[src/rtl/pixfmt_pkg.sv]
// Shared constants for the pixel pack/expand unit: operand widths, the
// scale field location in the status word, and the five operation codes.
package pixfmt_pkg;
    localparam int DATA_W    = 64;
    localparam int HALF_W    = DATA_W / 2;
    localparam int OP_W      = 9;
    localparam int STAT_W    = 32;
    localparam int SCALE_LSB = 3;
    localparam int SCALE_W   = 5;

    localparam logic [OP_W-1:0] OP_PACK_H2B = 9'h03B; // 16-bit lanes -> bytes
    localparam logic [OP_W-1:0] OP_PACK_W2B = 9'h03A; // 32-bit lanes -> bytes, merged
    localparam logic [OP_W-1:0] OP_PACK_W2H = 9'h03D; // 32-bit lanes -> 16-bit
    localparam logic [OP_W-1:0] OP_EXPAND   = 9'h04D; // bytes -> 16-bit lanes
    localparam logic [OP_W-1:0] OP_MERGE    = 9'h04B; // byte interleave
endpackage

[src/rtl/pixfmt_sat_lane.sv]
// One scale-shift-saturate lane. It sign-extends an IN_W lane to 64 bits,
// shifts it left by the scale, arithmetic-shifts it right by FRAC bits and
// clamps it to the signed or unsigned OUT_W range.
// Assumes IN_W + 31 < 64, so the left shift cannot wrap before the clamp.
module pixfmt_sat_lane #(
    parameter int IN_W       = 16,
    parameter int FRAC       = 7,
    parameter int OUT_W      = 8,
    parameter bit SIGNED_OUT = 1'b0,
    parameter int SCALE_W    = 5
) (
    input  logic [IN_W-1:0]    lane_i,
    input  logic [SCALE_W-1:0] scale_i,
    output logic [OUT_W-1:0]   q_o
);
    localparam int EXT_W = 64;
    localparam logic signed [EXT_W-1:0] LO =
        SIGNED_OUT ? -(64'sd1 <<< (OUT_W - 1)) : 64'sd0;
    localparam logic signed [EXT_W-1:0] HI =
        SIGNED_OUT ? (64'sd1 <<< (OUT_W - 1)) - 64'sd1
                   : (64'sd1 <<< OUT_W) - 64'sd1;

    logic signed [EXT_W-1:0] ext, shl, fix;

    // Widen, scale, drop the fraction bits, then clamp to the output range.
    always_comb begin
        ext = {{(EXT_W-IN_W){lane_i[IN_W-1]}}, lane_i};
        shl = ext <<< scale_i;
        fix = shl >>> FRAC;
        if (fix < LO)
            q_o = LO[OUT_W-1:0];
        else if (fix > HI)
            q_o = HI[OUT_W-1:0];
        else
            q_o = fix[OUT_W-1:0];
    end
endmodule

[src/rtl/pixfmt_bytemix.sv]
// Byte rearrangement for the two non-arithmetic formats. It builds the
// expand result (each byte becomes a 16-bit lane, shifted left by 4) and
// the merge result (bytes of the two low words interleaved, source 2 in
// the even slots). Both are purely combinational.
module pixfmt_bytemix #(
    parameter int NBYTES = 4
) (
    input  logic [8*NBYTES-1:0]  a_i,     // low word of source 1
    input  logic [8*NBYTES-1:0]  b_i,     // low word of source 2
    output logic [16*NBYTES-1:0] expand_o,
    output logic [16*NBYTES-1:0] merge_o
);
    for (genvar i = 0; i < NBYTES; i++) begin : g_byte
        // Expand: zero nibble above and below each byte.
        assign expand_o[16*i +: 16] = {4'b0000, b_i[8*i +: 8], 4'b0000};
        // Merge: source 2 byte low, source 1 byte high.
        assign merge_o[16*i +: 16]  = {a_i[8*i +: 8], b_i[8*i +: 8]};
    end
endmodule

[src/rtl/pixfmt_unit.sv]
// Pixel pack/expand unit top. It decodes a 9-bit code, selects one of the
// five formatting results and registers it with a one-cycle valid strobe.
// Assumes start_i is a single-cycle pulse per operation; unknown codes
// give a zero result and a set illegal flag.
module pixfmt_unit
    import pixfmt_pkg::*;
#(
    parameter int H_LANES = DATA_W / 16,
    parameter int W_LANES = DATA_W / 32
) (
    input  logic              clk,
    input  logic              rst_n,
    input  logic              start_i,
    input  logic [OP_W-1:0]   op_i,
    input  logic [DATA_W-1:0] src1_i,
    input  logic [DATA_W-1:0] src2_i,
    input  logic [STAT_W-1:0] stat_i,
    output logic              valid_o,
    output logic              illegal_o,
    output logic [DATA_W-1:0] result_o
);
    localparam int BYTE_MASK_W = 8;

    logic [SCALE_W-1:0] scale_wide, scale_narrow;
    logic [8*H_LANES-1:0]  h2b_bytes;
    logic [8*W_LANES-1:0]  w2b_bytes;
    logic [16*W_LANES-1:0] w2h_halves;
    logic [DATA_W-1:0]     w2b_result;
    logic [DATA_W-1:0]     expand_res, merge_res;
    logic [DATA_W-1:0]     next_result;
    logic                  next_illegal;

    // Scale fields: five bits for word packs, the low four for the half pack.
    assign scale_wide   = stat_i[SCALE_LSB +: SCALE_W];
    assign scale_narrow = {1'b0, stat_i[SCALE_LSB +: SCALE_W-1]};

    for (genvar i = 0; i < H_LANES; i++) begin : g_h2b
        pixfmt_sat_lane #(.IN_W(16), .FRAC(7), .OUT_W(8),
                          .SIGNED_OUT(1'b0), .SCALE_W(SCALE_W)) u_lane (
            .lane_i (src2_i[16*i +: 16]),
            .scale_i(scale_narrow),
            .q_o    (h2b_bytes[8*i +: 8])
        );
    end

    for (genvar w = 0; w < W_LANES; w++) begin : g_word
        pixfmt_sat_lane #(.IN_W(32), .FRAC(23), .OUT_W(8),
                          .SIGNED_OUT(1'b0), .SCALE_W(SCALE_W)) u_w2b (
            .lane_i (src2_i[32*w +: 32]),
            .scale_i(scale_wide),
            .q_o    (w2b_bytes[8*w +: 8])
        );
        pixfmt_sat_lane #(.IN_W(32), .FRAC(16), .OUT_W(16),
                          .SIGNED_OUT(1'b1), .SCALE_W(SCALE_W)) u_w2h (
            .lane_i (src2_i[32*w +: 32]),
            .scale_i(scale_wide),
            .q_o    (w2h_halves[16*w +: 16])
        );
        // Word pack: shifted source 1 in the upper bytes, packed byte in the low byte.
        assign w2b_result[32*w +: 32] =
            {src1_i[32*w +: 32-BYTE_MASK_W], w2b_bytes[8*w +: 8]};
    end

    pixfmt_bytemix #(.NBYTES(HALF_W/8)) u_mix (
        .a_i     (src1_i[HALF_W-1:0]),
        .b_i     (src2_i[HALF_W-1:0]),
        .expand_o(expand_res),
        .merge_o (merge_res)
    );

    // Select the result for the current code; unknown codes give zero and flag.
    always_comb begin
        next_illegal = 1'b0;
        case (op_i)
            OP_PACK_H2B: next_result = {{(DATA_W-8*H_LANES){1'b0}}, h2b_bytes};
            OP_PACK_W2B: next_result = w2b_result;
            OP_PACK_W2H: next_result = {{(DATA_W-16*W_LANES){1'b0}}, w2h_halves};
            OP_EXPAND:   next_result = expand_res;
            OP_MERGE:    next_result = merge_res;
            default: begin
                next_result  = '0;
                next_illegal = 1'b1;
            end
        endcase
    end

    // Output register: capture on start, hold otherwise, clear on reset.
    always_ff @(posedge clk) begin
        if (!rst_n) begin
            result_o  <= '0;
            valid_o   <= 1'b0;
            illegal_o <= 1'b0;
        end else begin
            valid_o   <= start_i;
            illegal_o <= start_i & next_illegal;
            if (start_i)
                result_o <= next_result;
        end
    end
endmodule

[config.mk]
export PLATFORM = sky130hd
export DESIGN_NAME = pixfmt_unit
export DESIGN_NICKNAME = d
export VERILOG_FILES = /design/src/rtl/pixfmt_pkg.sv /design/src/rtl/pixfmt_sat_lane.sv /design/src/rtl/pixfmt_bytemix.sv /design/src/rtl/pixfmt_unit.sv
export SDC_FILE = /design/constraint.sdc
export NUM_CORES = 1
export LEC_CHECK = 0
export BUFFER_PORTS_ARGS = -buffer_cell sky130_fd_sc_hd__buf_2
export CAP_MARGIN = 20
export CORE_ASPECT_RATIO = 1.2
export CORE_MARGIN = 2
export CORE_UTILIZATION = 35
export DETAILED_ROUTE_END_ITERATION = 8
export PLACE_DENSITY = 0.54
export RECOVER_POWER = 50
export SLEW_MARGIN = 20
export SYNTH_ARGS = -nofsm -noshare
export SYNTH_HDL_FRONTEND = slang
export SYNTH_HIERARCHICAL = 1
export SYNTH_SLANG_ARGS = --single-unit
[constraint.sdc]
create_clock -name clk -period 10.8 [get_ports clk]
set_input_delay 1.62 -clock clk [delete_from_list [all_inputs] [get_ports clk]]
set_output_delay 1.62 -clock clk [all_outputs]
set_load 0.02 [all_outputs]
Word-level counts from Yosys, hierarchy flattened
Index checks and enable logic that the tools add are counted.
Widths: inputs -> output; s select.
{ "totals": {"wordCells": 50, "out_inout_bits": 66, "regBits": 66, "in_bits": 172} }
{ "op_classes": {"mux": 18, "bitwise": 1, "n_eq_ne": 5, "n_lt_le_gt_ge": 16, "n_shift": 6, "reduce_logical": 1} }
{ "ops": {"columns": ["op", "n"], "rows": [
  ["$pmux 64 s5", 1],
  ["$sshl 16x4->64", 4],
  ["$gt 57x9->1 const B", 4],
  ["$lt 57x1->1 const B", 4],
  ["$sshl 32x5->64", 2],
  ["$gt 48x16->1 const B", 2],
  ["$lt 48x16->1 const B", 2],
  ["$mux 8", 12],
  ["$gt 41x9->1 const B", 2],
  ["$lt 41x1->1 const B", 2],
  ["$mux 16", 4],
  ["$eq 9x6->1 const B", 3],
  ["$eq 9x7->1 const B", 2],
  ["$reduce_or 5->1", 1],
  ["$and 1x1->1", 1],
  ["$mux 1", 1]
]} }

Depth between registers and ports, before layout
{ "depth": {"depth_word": 5, "depth_mapped": 16, "depth_no_buf": 11} }

Hierarchy
Netlist, hierarchy kept.
{ "modules_own_cells": {"columns": ["mod", "seq_area_each_um2", "cells_each", "instances", "area_each_um2"], "rows": [
  ["pixfmt_sat_lane at g_word[0].u_w2h ...", 0.0, 412, 2, 3407.0],
  ["pixfmt_sat_lane at g_h2b[0].u_lane ...", 0.0, 166, 4, 1371.3],
  ["pixfmt_sat_lane at g_word[0].u_w2b ...", 0.0, 299, 2, 2338.5],
  ["pixfmt_unit", 1321.3, 407, 1, 3736.1],
  ["pixfmt_bytemix", 0.0, 129, 1, 964.7]
]} }

Worst setup path before layout
No wires, ideal clock.
{ "synth_path": {"path_kind": "input port to flip-flop", "startpoint": "input port stat_i[3]", "endpoint": "register result_o[27]", "setup_ps": 135, "t_arrival_ps": 4566, "n_path_buf": 3, "t_required_ps": 10665, "slack_ps": 6099, "cell_stages": 13, "cell_sequence": "buf_6 > buf_6 > mux2_2 > mux4_2 > o221ai_1 > nand4b_1 > or4_4 > o21ai_4 > buf_12 > a21oi_2 > a22o_1 > a222oi_1 > a31oi_1"} }
{ "synth_via": {"elab_chain_cells": 5, "elab_cells_between_ends": 11, "cone_classes": "order compare (4); shift (2); mux (5)"} }
{ "synth_lines": {"columns": ["element", "line", "text"], "rows": [
  ["start, declared", "pixfmt_unit.sv:17", "input logic [STAT_W-1:0] stat_i,"],
  ["$sshl 32x5->64 *", "pixfmt_sat_lane.sv:28", "shl = ext <<< scale_i;"],
  ["$gt 48x16->1", "pixfmt_sat_lane.sv:32", "else if (fix > HI)"],
  ["$mux 16", "pixfmt_sat_lane.sv:32", null],
  ["$mux 16 *", "pixfmt_sat_lane.sv:30", "if (fix < LO)"],
  ["via w2h_halves[27]", "pixfmt_unit.sv:27", "logic [16*W_LANES-1:0] w2h_halves;"],
  ["$pmux 64 s5 *", "pixfmt_unit.sv:74", "case (op_i)"],
  ["end signal, assigned", "pixfmt_unit.sv:97", "result_o <= next_result;"],
  ["end, declared", "pixfmt_unit.sv:20", "output logic [DATA_W-1:0] result_o"]
]} }
The timed path passes the listed nets; every way through them passes the cells marked *.
A chain may end at the register's enable or synchronous reset.

Final worst setup path
{ "layout_path": {"startpoint": "input port stat_i[3]", "endpoint": "register result_o[3]"} }
The elaborated chain is that of the path after synthesis.

==> results.cfg <==
[status]
status = finished with violations
violations = capacitance limit, slew limit

[yosys]
yosysTopAreaCell = mux4_2
synthCells = 2622
avgSynthCellArea_um2 = 8.27
yosysTopAreaCellShare_pct = 16.4
synth.most_common_cell = mux2i_1
yosys_warnings = 6
ys_top_cells_by_area = mux4_2 16%, mux2i_1 12%, dfxtp_1 6.1%
synth_edf_count = 0
synth_seq_area_share_pct = 6.10
synth_common_cells = 250 x mux2i_1, 172 x nand2_1, 158 x mux4_2, 150 x buf_4, 148 x nor2_1
synth.ff_latch_count = 66
synthFlopType = dfxtp_1
syn_area_um2 = 21700
async_flop_share_pct = 0
synth_cell_types = 89

[floorplan]
die_h_um = 277
io_pins = 238
core_um2 = 61100
initial_core_util_pct = 35.5
die_w_um = 231
dieArea_um2 = 63900
row_count = 99

[clocking]
clock-sinks = 66
cts_buffers = 9
h-tree-depth = 3
clock-root-buffer = clkbuf_16
cts_buffer_depth = 2
clk_pin_slew_ns = 0.06
hold_buffers = 0
cts_tree = yes
post_cts_buffers = 0
ctsResizeCount = 0
clk_latency_ns = 0.35

[timing]
rsz0062_at_grt = false
period_share_pct = 60.4
tns_ns = 0
fin_hold_ws_ns = 0.479
worst_slack_ns = 4.28
slew_headroom_pct = -5.25
setup-violations-final = 0
fin_crit_ns = 6.52
fmax_mhz = 153
hold_viol = 0
slew_viol_final = 42
worstMarginPinSlew_ns = 1.58
fin_skew_ns = 0

[job]
maxCapViolCount = 1

[routing]
vias_per_cell = 6.89
drtPass1Iterations = 6
ant_nets = 0
dr.first_iter.drc_count = 2729
drt-wirelength-per-cell_um = 27.2
detail_route.wirelength_um = 90600
remaining_drc_errors = 0
vias = 23000

[global_route]
grt_pass1_wl_um = 136000
grt_overflow = 0
gr-usage-all-layers_pct = 26.9
first_global_vias = 21600
antenna_found_initial = 1
grt_start_max_net_pins = 164

[critical_path]
cp_cell_sequence = buf_8, buf_4, buf_4, mux2i_1, mux4_2, o22ai_1, a211o_1, nor4b_1, nand3b_1, o21ai_4, a31oi_1, a22o_1, a222oi_1, a31oi_1
timing_worst_setup_path_type = in2reg
arrival_ns = 6.68
slowest_stage = buf_4
cp-start-kind = primary input
critical_path_required_ns = 10.96
worstSetupEndpointType = flop
path_max_fanout = 78
timing.rr.start = result_o[8]$_SDFFE_PN0P_
reg2reg_to = result_o[8]$_SDFFE_PN0P_
ff2ff_setup_slack_ns = 10.03
max_stage_delay_ns = 0.79
r2r_cells = 2

[power]
switchingPower_mw = 0.747
comb_power_share_pct = 64.3
p_clk_share_pct = 19.1
p_int_mw = 0.784
power.share.switching_pct = 48.8
seqPwrFrac_pct = 16.6
cellPowerDensity_nw_per_um2 = 70.0
p_leak_nw = 7.76
finalPower_mw = 1.53
max-vdd-ir-drop_v = 0.0000948

[worst_hold_path]
hold_depth = 1
hold-path-endpoint = result_o[53]$_SDFFE_PN0P_
min_path_type = reg2reg
hold_start = result_o[53]$_SDFFE_PN0P_

[final_layout]
final_util_pct = 35.8
nNetsFinal = 2692
syn_to_final_growth_pct = 0.854
layout-drive-gt1-share_pct = 19.3

[placement]
gp_congestion = 0.971
detailedPlace.worstSlack_ns = 4.01
hpwlAfterDp_um = 60400
port_buffers = 202
stage by stage:
stage                     cell area, um2  std cells
after floorplan                    21900       2672
after global placement             21700       3317
after detailed placement           21700       3317
after CTS                          21900       3333
after global routing               21900       3333
final                              21900       3334
how the worst max path moves through the flow:
stage | endpoint | slack (ns) | from
after detailed placement | result_o[3]$_SDFFE_PN0P_ | 4.01 | stat_i[3]
after CTS | result_o[3]$_SDFFE_PN0P_ | 4.39 | stat_i[3]
after floorplan | result_o[27]$_SDFFE_PN0P_ | 6.10 | stat_i[3]
after global routing | result_o[3]$_SDFFE_PN0P_ | 4.04 | stat_i[3]
final | result_o[3]$_SDFFE_PN0P_ | 4.28 | stat_i[3]
after global placement | result_o[3]$_SDFFE_PN0P_ | 4.09 | stat_i[3]
placed cells by master, fill, tap and decap left out, types with 58 or more instances in the layout:
master,count
clkbuf_1,66
buf_2,131
nand2_1,172
nor2_1,148
a21oi_1,136
mux2_2,58
mux4_2,158
a22o_1,68
dfxtp_1,66
a31oi_1,88
mux2i_1,250
o21ai_0,130
logic make-up after synthesis:
kind of cell | synth area share, %
buffers and inverters | 12.9
muxes | 33.0
and+or+nand+nor | 15.4
AOI/OAI and AO/OA | 32.6
DFF | 6.10
other | 0.0346
layout make-up:
type / count / area, um2
timing repair buffer: 231 / 1230
multi-input combinational: 2147 / 17800
tap: 808 / 1010
inverter: 65 / 244
fill: 6329 / 39200
clock buffer: 10 / 239
antenna: 1 / 2.50
clock inverter: 6 / 42.5
sequential: 66 / 1320
power groups by stage:
stage               combinational, mW  clock (mW)  sequential [mW]
floorplan                       0.712           0            0.265
global placement                0.953           0            0.260
detailed placement              0.960           0            0.259
CTS                             0.963       0.299            0.254
global route                     1.04       0.307            0.255
finish                          0.984       0.292            0.254
state kept, by name, summed over array words and instances, names as in the netlist:
register	cells
illegal_o	1
valid_o	1
result_o	64
critical path, delay by kind of cell:
kind / cells / cell delay [ns]
buffers and inverters: 3 / 1.90
AOI/OAI and AO/OA: 7 / 1.90
muxes: 2 / 0.75
and+or+nand+nor: 2 / 0.40
layer usage:
metal | share of wire (%) | GRT usage, %
met1 | 39 | 33.3
met2 | 49 | 45.8
met3 | 6.8 | 2.30
met4 | 5.6 | 15.1
met5 | 0 | 0
Note: power is estimated with default switching activity, not from simulation.
